--- src/rtl/xpc_pkg.sv ---
package xpc_pkg;
  localparam int ADDR_CTRL   = 0;
  localparam int ADDR_MODE   = 16;
  localparam int BIT_PDN     = 11;
  localparam int BIT_RXGATE  = 0;
  localparam int BIT_TXHIZ   = 12;

  // Receive side powered: no power-down and either gating off, 10 Mb/s, or signal present.
  function automatic logic f_rx_on(input logic pdn, input logic rxgate,
                                   input logic spd100, input logic sd);
    return !pdn && (!rxgate || !spd100 || sd);
  endfunction

  // Transmit drivers and clock driven.
  function automatic logic f_tx_on(input logic pdn, input logic hiz);
    return !pdn && !hiz;
  endfunction

  // Weak pull-up on the transmit clock pin while it floats.
  function automatic logic f_pu_on(input logic pdn, input logic hiz);
    return !pdn && hiz;
  endfunction
endpackage

--- src/rtl/xpc_mgmt_regs.sv ---
module xpc_mgmt_regs
  import xpc_pkg::*;
#(
  parameter int ADDR_W = 5,
  parameter int DATA_W = 16
) (
  input  logic              clk,
  input  logic              rst_n,
  input  logic              wr,
  input  logic [ADDR_W-1:0] addr,
  input  logic [DATA_W-1:0] wdata,
  output logic [DATA_W-1:0] rdata,
  output logic              pdn_q,
  output logic              rxgate_q,
  output logic              hiz_q
);
  localparam logic [ADDR_W-1:0] A_CTRL = ADDR_W'(ADDR_CTRL);
  localparam logic [ADDR_W-1:0] A_MODE = ADDR_W'(ADDR_MODE);

  logic wr_ctrl, wr_mode;
  assign wr_ctrl = wr && (addr == A_CTRL);
  assign wr_mode = wr && (addr == A_MODE);

  always_ff @(posedge clk) begin
    if (!rst_n) begin
      pdn_q    <= 1'b0;
      rxgate_q <= 1'b0;
      hiz_q    <= 1'b0;
    end else begin
      if (wr_ctrl) pdn_q <= wdata[BIT_PDN];
      if (wr_mode) begin
        rxgate_q <= wdata[BIT_RXGATE];
        hiz_q    <= hiz_q | wdata[BIT_TXHIZ];  // sticky: only reset clears
      end
    end
  end

  always_comb begin
    rdata = '0;
    if (addr == A_CTRL) begin
      rdata[BIT_PDN] = pdn_q;
    end else if (addr == A_MODE) begin
      rdata[BIT_RXGATE] = rxgate_q;
      rdata[BIT_TXHIZ]  = hiz_q;
    end
  end

  // once set, the high-impedance bit stays set until reset
  p_hiz_sticky_r7: assert property (@(posedge clk) disable iff (!rst_n)
    hiz_q |=> hiz_q);
endmodule

--- src/rtl/xpc_enable_ctrl.sv ---
module xpc_enable_ctrl
  import xpc_pkg::*;
(
  input  logic clk,
  input  logic rst_n,
  input  logic pdn,
  input  logic rxgate,
  input  logic hiz,
  input  logic speed_100,
  input  logic sig_det,
  output logic rx_path_en,
  output logic rx_clk_en,
  output logic tx_drv_en,
  output logic tx_clk_oe,
  output logic tx_clk_pu_en
);
  logic rx_on_nxt, tx_on_nxt, pu_on_nxt;
  assign rx_on_nxt = f_rx_on(pdn, rxgate, speed_100, sig_det);
  assign tx_on_nxt = f_tx_on(pdn, hiz);
  assign pu_on_nxt = f_pu_on(pdn, hiz);

  always_ff @(posedge clk) begin
    if (!rst_n) begin
      rx_path_en   <= 1'b1;
      rx_clk_en    <= 1'b1;
      tx_drv_en    <= 1'b1;
      tx_clk_oe    <= 1'b1;
      tx_clk_pu_en <= 1'b0;
    end else begin
      rx_path_en   <= rx_on_nxt;
      rx_clk_en    <= rx_on_nxt;
      tx_drv_en    <= tx_on_nxt;
      tx_clk_oe    <= tx_on_nxt;
      tx_clk_pu_en <= pu_on_nxt;
    end
  end

  // power-down silences every enable one edge later
  p_pdn_all_off_r2: assert property (@(posedge clk) disable iff (!rst_n)
    pdn |=> !(rx_path_en || rx_clk_en || tx_drv_en || tx_clk_oe || tx_clk_pu_en));

  // at 10 Mb/s the receive side stays powered unless power-down
  p_slow_rx_on_r5: assert property (@(posedge clk) disable iff (!rst_n)
    (!pdn && !speed_100) |=> (rx_path_en && rx_clk_en));

  // gated receive at 100 Mb/s follows signal detect
  p_rx_follow_sd_r4: assert property (@(posedge clk) disable iff (!rst_n)
    (!pdn && rxgate && speed_100) |=> (rx_clk_en == $past(sig_det)));

  // the clock pin is never driven and pulled up at once
  p_txclk_excl_r6: assert property (@(posedge clk) disable iff (!rst_n)
    !(tx_clk_oe && tx_clk_pu_en));
endmodule

--- src/rtl/xcvr_pwr_ctl.sv ---
module xcvr_pwr_ctl #(
  parameter int ADDR_W = 5,
  parameter int DATA_W = 16
) (
  input  logic              clk,
  input  logic              rst_n,
  input  logic              mgmt_wr,
  input  logic [ADDR_W-1:0] mgmt_addr,
  input  logic [DATA_W-1:0] mgmt_wdata,
  output logic [DATA_W-1:0] mgmt_rdata,
  input  logic              speed_100,
  input  logic              sig_det,
  output logic              rx_path_en,
  output logic              rx_clk_en,
  output logic              tx_drv_en,
  output logic              tx_clk_oe,
  output logic              tx_clk_pu_en
);
  logic pdn_w, rxgate_w, hiz_w;

  xpc_mgmt_regs #(.ADDR_W(ADDR_W), .DATA_W(DATA_W)) u_regs (
    .clk      (clk),
    .rst_n    (rst_n),
    .wr       (mgmt_wr),
    .addr     (mgmt_addr),
    .wdata    (mgmt_wdata),
    .rdata    (mgmt_rdata),
    .pdn_q    (pdn_w),
    .rxgate_q (rxgate_w),
    .hiz_q    (hiz_w)
  );

  xpc_enable_ctrl u_en (
    .clk          (clk),
    .rst_n        (rst_n),
    .pdn          (pdn_w),
    .rxgate       (rxgate_w),
    .hiz          (hiz_w),
    .speed_100    (speed_100),
    .sig_det      (sig_det),
    .rx_path_en   (rx_path_en),
    .rx_clk_en    (rx_clk_en),
    .tx_drv_en    (tx_drv_en),
    .tx_clk_oe    (tx_clk_oe),
    .tx_clk_pu_en (tx_clk_pu_en)
  );
endmodule

--- config.mk ---
export PLATFORM = sky130hd
export DESIGN_NAME = xcvr_pwr_ctl
export DESIGN_NICKNAME = d
export VERILOG_FILES = /design/src/rtl/xpc_pkg.sv /design/src/rtl/xpc_mgmt_regs.sv /design/src/rtl/xpc_enable_ctrl.sv /design/src/rtl/xcvr_pwr_ctl.sv
export SDC_FILE = /design/constraint.sdc
export NUM_CORES = 1
export LEC_CHECK = 0
export CAP_MARGIN = 20
export CELL_PAD_IN_SITES_DETAIL_PLACEMENT = 1
export CELL_PAD_IN_SITES_GLOBAL_PLACEMENT = 2
export CORE_MARGIN = 1.5
export CORE_UTILIZATION = 11
export DETAILED_ROUTE_END_ITERATION = 8
export PLACE_DENSITY = 0.77
export SYNTH_ARGS = -nofsm -noshare
export SYNTH_HDL_FRONTEND = slang
export SYNTH_SLANG_ARGS = --single-unit
--- constraint.sdc ---
create_clock -name clk -period 2 [get_ports clk]
set_input_delay 0.4 -clock clk [delete_from_list [all_inputs] [get_ports clk]]
set_output_delay 0.4 -clock clk [all_outputs]
set_load 0.03 [all_outputs]
==> results.py, run 1 <==
metrics = {
    "worst_setup_path": {
        "path_class": "in2out",
        "cp-endpoint": "mgmt_rdata[11]",
        "crit_start": "mgmt_addr[2]",
        "cp-start-kind": "input port",
        "end_kind": "output pin",
        "r2r_start": "u_regs.rxgate_q",
        "reg2reg_to": "u_en.rx_path_en",
        "worstRegToRegCells": 3,
        "cp.arrival_ns": 1.55,
        "worstPathRequired_ns": 1.60,
        "r2r_slack_ns": 1.30,
        "crit_fanout": 2,
    },
    "floorplanning": {
        "num_rows": 20,
        "start_util_pct": 11.80,
        "boundaryPins": 47,
        "fp.dieArea_sq_um": 3712,
        "coreArea_sq_um": 3128,
        "die-height_microns": 60.93,
        "die_w_microns": 60.93,
    },
    "cells_and_area": {
        "drive_above_1_share_pct": 15.38,
        "layout_common_cells": "conb_1 (13), clkdlybuf4s50_1 (13), nand2_1 (8)",
        "area_delta_synth_final_pct": 57.63,
        "finalNetCount": 93,
        "num_antenna_cells": 0,
    },
    "run": {
        "maxCapViolations": 0,
    },
    "pwr": {
        "leakage_nw": 0.2501,
        "comb_power_share_pct": 22.7,
        "p_seq_share_pct": 41.3,
        "switching_share_pct": 28.30,
        "vdd_ir_drop_max_v": 0.0001372,
        "intPower_w": 0.0002108,
        "powerDensity_nw_per_um2": 505.2,
        "p_clk_share_pct": 35.9,
        "p_sw_w": 0.00008318,
    },
    "grt": {
        "grt_remaining_overflow": 0,
        "grt_usage_pct": 4.486,
        "antenna_found_initial": 0,
        "grt_pass1_wl_mm": 1.110,
        "grt_pass1_vias": 269,
        "grt_max_degree": 10,
    },
    "timing": {
        "maxSlewViolCount": 0,
        "fin_crit_sh_pct": 97.38,
        "setup_viol": 0,
        "period_minus_slack_ns": 1.948,
        "rsz0062_at_grt": "false",
        "max_freq_mhz": 513.4,
        "fin_skew_ns": 0.002783,
        "timing_hold_violations_final": 0,
        "whs_ns": 0.4925,
        "fin_tns_setup_ns": 0,
    },
    "detailed_routing": {
        "postRouteAntennaNets": 0,
        "met2_length_microns": 370,
        "wl_microns": 811,
        "dr.max_layer_used": "met3",
        "wl_met3_microns": 107,
        "post-route-drc-count": 0,
        "vias": 325,
        "first_pass_iters": 1,
        "met1Wirelength_microns": 332,
        "drt-wirelength-per-cell_microns": 7.440,
        "vias_per_cell": 2.982,
        "drt_iter0_markers": 0,
    },
    "placement": {
        "place.port_buffers": 20,
        "dp_hpwl_microns": 712.8,
        "routabilityCongestion": 0.6213,
    },
    "logic_synthesis": {
        "syn_inst": 45,
        "syn_area_per_cell_sq_um": 8.202,
        "ys_seq_area_share_pct": 32.54,
        "ys_types": 15,
        "synthesis.area_sq_um": 369.1,
        "yosys_warnings": 0,
        "yosys_register_bits": 6,
    },
    "outcome": {
        "status": "finished, final reports clean",
    },
    "clock_network": {
        "clock-sinks": 6,
        "cts_buffers": 3,
        "cts_hold_buf": 0,
        "clkLatencyLatePin_ns": 0.24,
        "cts-root-buf": "clkbuf_4",
        "clock_path_buffers": 2,
        "cts_tree": "built",
        "htreeDepth": 1,
        "clkTransAtPathRegs_ns": 0.04,
    },
    "min_path": {
        "hold_class": "reg2reg",
    },
}
[through the flow]
| stage | worst slack, ns | instances | area, sq um | utilization, % | power, W |
|---|---|---|---|---|---|
| floorplan | 0.2113 | 57 | 419.2 | - | 0.0001834 |
| global placement | -0.1140 | 106 | 558.0 | 17.84 | 0.0001912 |
| detailed placement | -0.1213 | 106 | 558.0 | 17.84 | 0.0001920 |
| CTS | 0.02101 | 109 | 581.8 | 18.60 | 0.0003008 |
| global route | 0.01112 | 109 | 581.8 | 18.60 | 0.0003120 |
| finish | 0.05230 | 109 | 581.8 | 18.60 | 0.0002939 |
[power groups by stage]
stage,Combinational (W),Clock [W],Sequential [W]
final,0.0000668,0.000106,0.000122
after global placement,0.0000677,0,0.000124
after floorplan,0.0000593,0,0.000124
after CTS,0.0000667,0.000113,0.000121
after global routing,0.0000710,0.000120,0.000121
after detailed placement,0.0000684,0,0.000124
[logic make-up (layout without fill, tap and decap cells)]
kind of cell | count (synthesis) | in the layout | share of synthesized area, %
other cells | 1 | 13 | 1.016
flops | 6 | 6 | 32.54
simple gates | 17 | 17 | 24.75
buf+inv | 16 | 24 | 31.52
mux | 2 | 2 | 5.424
compound gates | 3 | 3 | 4.747
[routing by layer]
metal / vias to the layer above / track usage (%)
met5: - / 0
met4: 0 / 1.863
met3: 0 / 3.838
met2: 22 / 6.298
met1: 142 / 4.847
li1: 161 / -
[worst max-delay path: stages]
cell and delay, ns:
dlygate4sd2_1 0.25, or4_4 0.54, nor3b_2 0.17, buf_4 0.18
[registers in the layout, indices dropped and copies added (netlist names)]
register and count:
u_en.tx_drv_en 1, u_en.rx_path_en 1, u_regs.rxgate_q 1, u_regs.hiz_q 1, u_en.tx_clk_pu_en 1, u_regs.pdn_q 1
[what timing repair did]
| action | in CTS | in global routing |
|---|---|---|
| setup endpoints to repair | 3 | 1 |
| gates resized for setup | 5 | 0 |
| pin swaps | 2 | 1 |
| gates cloned | 0 | 0 |
| setup buffers | 0 | 0 |
[final cells by class]
type	count	area, sq um
Multi-Input combinational cell	35	188.9
Clock buffer	3	22.52
Sequential cell	6	120.1
Fill cell	390	2546
Timing Repair Buffer	21	195.2
Tap cell	44	55.05
[synthesized netlist by cell type]
| library cell | n | share of area [%] |
|---|---|---|
| buf_4 | 15 | 31 |
| nand2_1 | 8 | 8.1 |
| dfxtp_1 | 6 | 33 |
| and3_1 | 2 | 3.4 |
| mux2i_1 | 2 | 5.4 |
| nor2_1 | 2 | 2.0 |
| o21ai_0 | 2 | 2.7 |
| and3b_1 | 1 | 2.4 |
| clkbuf_1 | 1 | 1.0 |
| conb_1 | 1 | 1.0 |
| nand3b_1 | 1 | 2.0 |
| nor3b_1 | 1 | 2.0 |
| nor4_1 | 1 | 1.7 |
| o31ai_1 | 1 | 2.0 |
| or4_4 | 1 | 3.1 |
[how the worst min path moves through the flow]
| stage | from | cells past startpoint | end | slack [ns] |
|---|---|---|---|---|
| after CTS | u_regs.rxgate_q | 2 | u_regs.rxgate_q | 0.50 |
| final | u_regs.rxgate_q | 2 | u_regs.rxgate_q | 0.49 |
| after global placement | u_regs.hiz_q | 2 | u_regs.hiz_q | 0.48 |
| after floorplan | u_regs.rxgate_q | 2 | u_regs.rxgate_q | 0.44 |
| after global routing | u_regs.rxgate_q | 2 | u_regs.rxgate_q | 0.52 |
| after detailed placement | u_regs.rxgate_q | 2 | u_regs.rxgate_q | 0.49 |
No activity file was read; power rests on OpenSTA's default activity.
==> run 2: changes to the inputs <==
- CTS_CLUSTER_SIZE: default -> 8
- SKIP_CTS_REPAIR_TIMING: default -> 1
==> run 2 against run 1 <==
  * Maximum frequency up 5.0%
  * Critical path depth is the same
  * Combinational power rose by 3%
  * Sequential power is essentially flat
  * Largest cell class unchanged
  * Cell count stayed put
  * First-iteration DRC count is the same
  * Non-clock buffer count unchanged
  * Count of clock-buffer cells in the layout unchanged
  * Setup slack better by 0.093 ns
  * Cell area up 2.6%
==> results.py, run 2 (same netlist as run 1, synthesis figures left out) <==
metrics = {
    "outcome": {
        "status": "finished, final reports clean",
    },
    "worst_setup_path": {
        "cp.arrival_ns": 1.45,
        "worstPathRequired_ns": 1.60,
        "slowest_stage": "or4_4",
        "r2r_slack_ns": 1.30,
        "path_class": "in2out",
        "cp-start-kind": "input port",
        "critPathMaxStageDelay_ns": 0.54,
        "end_kind": "output pin",
        "crit_buf_inv": 2,
        "crit_fanout": 2,
        "critical_path.top_delay_family": "simple AND/OR/NAND/NOR gates",
        "path_cells": "dlymetal6s2s_1 -> or4_4 -> nor3b_2 -> buf_4",
    },
    "clock_network": {
        "clock_path_buffers": 2,
        "cts_buffers": 3,
        "clkTransAtPathRegs_ns": 0.04,
        "htreeDepth": 1,
        "clock-sinks": 6,
        "cts-root-buf": "clkbuf_4",
        "clkLatencyLatePin_ns": 0.24,
        "cts_tree": "built",
    },
    "floorplanning": {
        "fp.dieArea_sq_um": 3712,
        "coreArea_sq_um": 3128,
        "die-height_microns": 60.93,
        "start_util_pct": 11.80,
        "die_w_microns": 60.93,
        "num_rows": 20,
        "boundaryPins": 47,
    },
    "cells_and_area": {
        "num_antenna_cells": 0,
        "finalNetCount": 93,
        "area_delta_synth_final_pct": 61.69,
        "drive_above_1_share_pct": 15.38,
        "final_core_util_pct": 19.08,
        "layout_common_cells": "conb_1 (13), clkdlybuf4s50_1 (13), nand2_1 (8)",
    },
    "timing": {
        "setup_viol": 0,
        "max_freq_mhz": 539.3,
        "fin_crit_sh_pct": 92.71,
        "fin_skew_ns": 0.002783,
        "whs_ns": 0.4931,
        "timing_hold_violations_final": 0,
        "period_minus_slack_ns": 1.854,
        "rsz0062_at_grt": "false",
        "maxSlewViolCount": 0,
    },
    "grt": {
        "grt_usage_pct": 4.486,
        "grt_pass1_vias": 269,
        "grt_max_degree": 10,
        "grt_remaining_overflow": 0,
        "grt_pass1_wl_mm": 1.110,
        "antenna_found_initial": 0,
    },
    "run": {
        "maxCapViolations": 0,
    },
    "placement": {
        "routabilityCongestion": 0.6213,
        "place.port_buffers": 20,
        "dp_hpwl_microns": 712.8,
    },
    "min_path": {
        "hold_class": "reg2reg",
    },
    "pwr": {
        "leakage_nw": 0.2813,
        "powerDensity_nw_per_um2": 495.6,
        "vdd_ir_drop_max_v": 0.0001372,
    },
    "detailed_routing": {
        "vias_per_cell": 3.000,
        "vias": 327,
        "first_pass_iters": 1,
        "postRouteAntennaNets": 0,
        "drt_iter0_markers": 0,
        "drt-wirelength-per-cell_microns": 7.550,
        "post-route-drc-count": 0,
        "wl_microns": 823,
    },
}
## run 2: cell types whose count changed in the layout (fill, tap and decap cells not counted), sizes merged
cell          before  now
dlymetal6s2s       0    4
dlygate4sd2        4    0
## run 2: final cells by class
class	count	area, sq um
Fill cell	388	2531
Timing Repair Buffer	21	210.2
Multi-Input combinational cell	35	188.9
Sequential cell	6	120.1
Tap cell	44	55.05
Clock buffer	3	22.52
## run 2: power breakdown
part / internal, W / switching, W
Clock: 0.0000675 / 0.0000382
Sequential: 0.000121 / 0.000000593
Combinational: 0.0000241 / 0.0000445
## run 2: per-layer routing
metal,up-vias,global-route usage [%],share of wire (%),routed length (microns)
li1,161,-,-,-
met1,144,4.847,42,345
met2,22,6.298,45,369
met3,0,3.838,13,107
met4,0,1.863,0,0
met5,-,0,0,0
## run 2: stage by stage
step	setup TNS (ns)	std cells	power, W	instance area, sq um	setup slack, ns
global route	0	109	0.0003140	596.8	0.1087
detailed placement	-0.2438	106	0.0001920	558.0	-0.1213
finish	0	109	0.0002958	596.8	0.1457
floorplan	0	57	0.0001834	419.2	0.2113
CTS	-0.2609	109	0.0003026	580.6	-0.1272
global placement	-0.1140	106	0.0001912	558.0	-0.1140
## run 2: final timing paths
| check | startpoint | end | depth (start not counted) |
|---|---|---|---|
| max | mgmt_addr[3] | mgmt_rdata[11] | 4 |
| min reg2reg | u_regs.rxgate_q | u_regs.rxgate_q | 2 |
| max reg2reg | u_regs.rxgate_q | u_en.rx_path_en | 3 |
| min | u_regs.rxgate_q | u_regs.rxgate_q | 2 |
## run 2: tightest hold or removal path, stage by stage, from the launching register on
cell and delay (ns):
dfxtp_1 0.33, nand2_1 0.06, mux2i_1 0.05
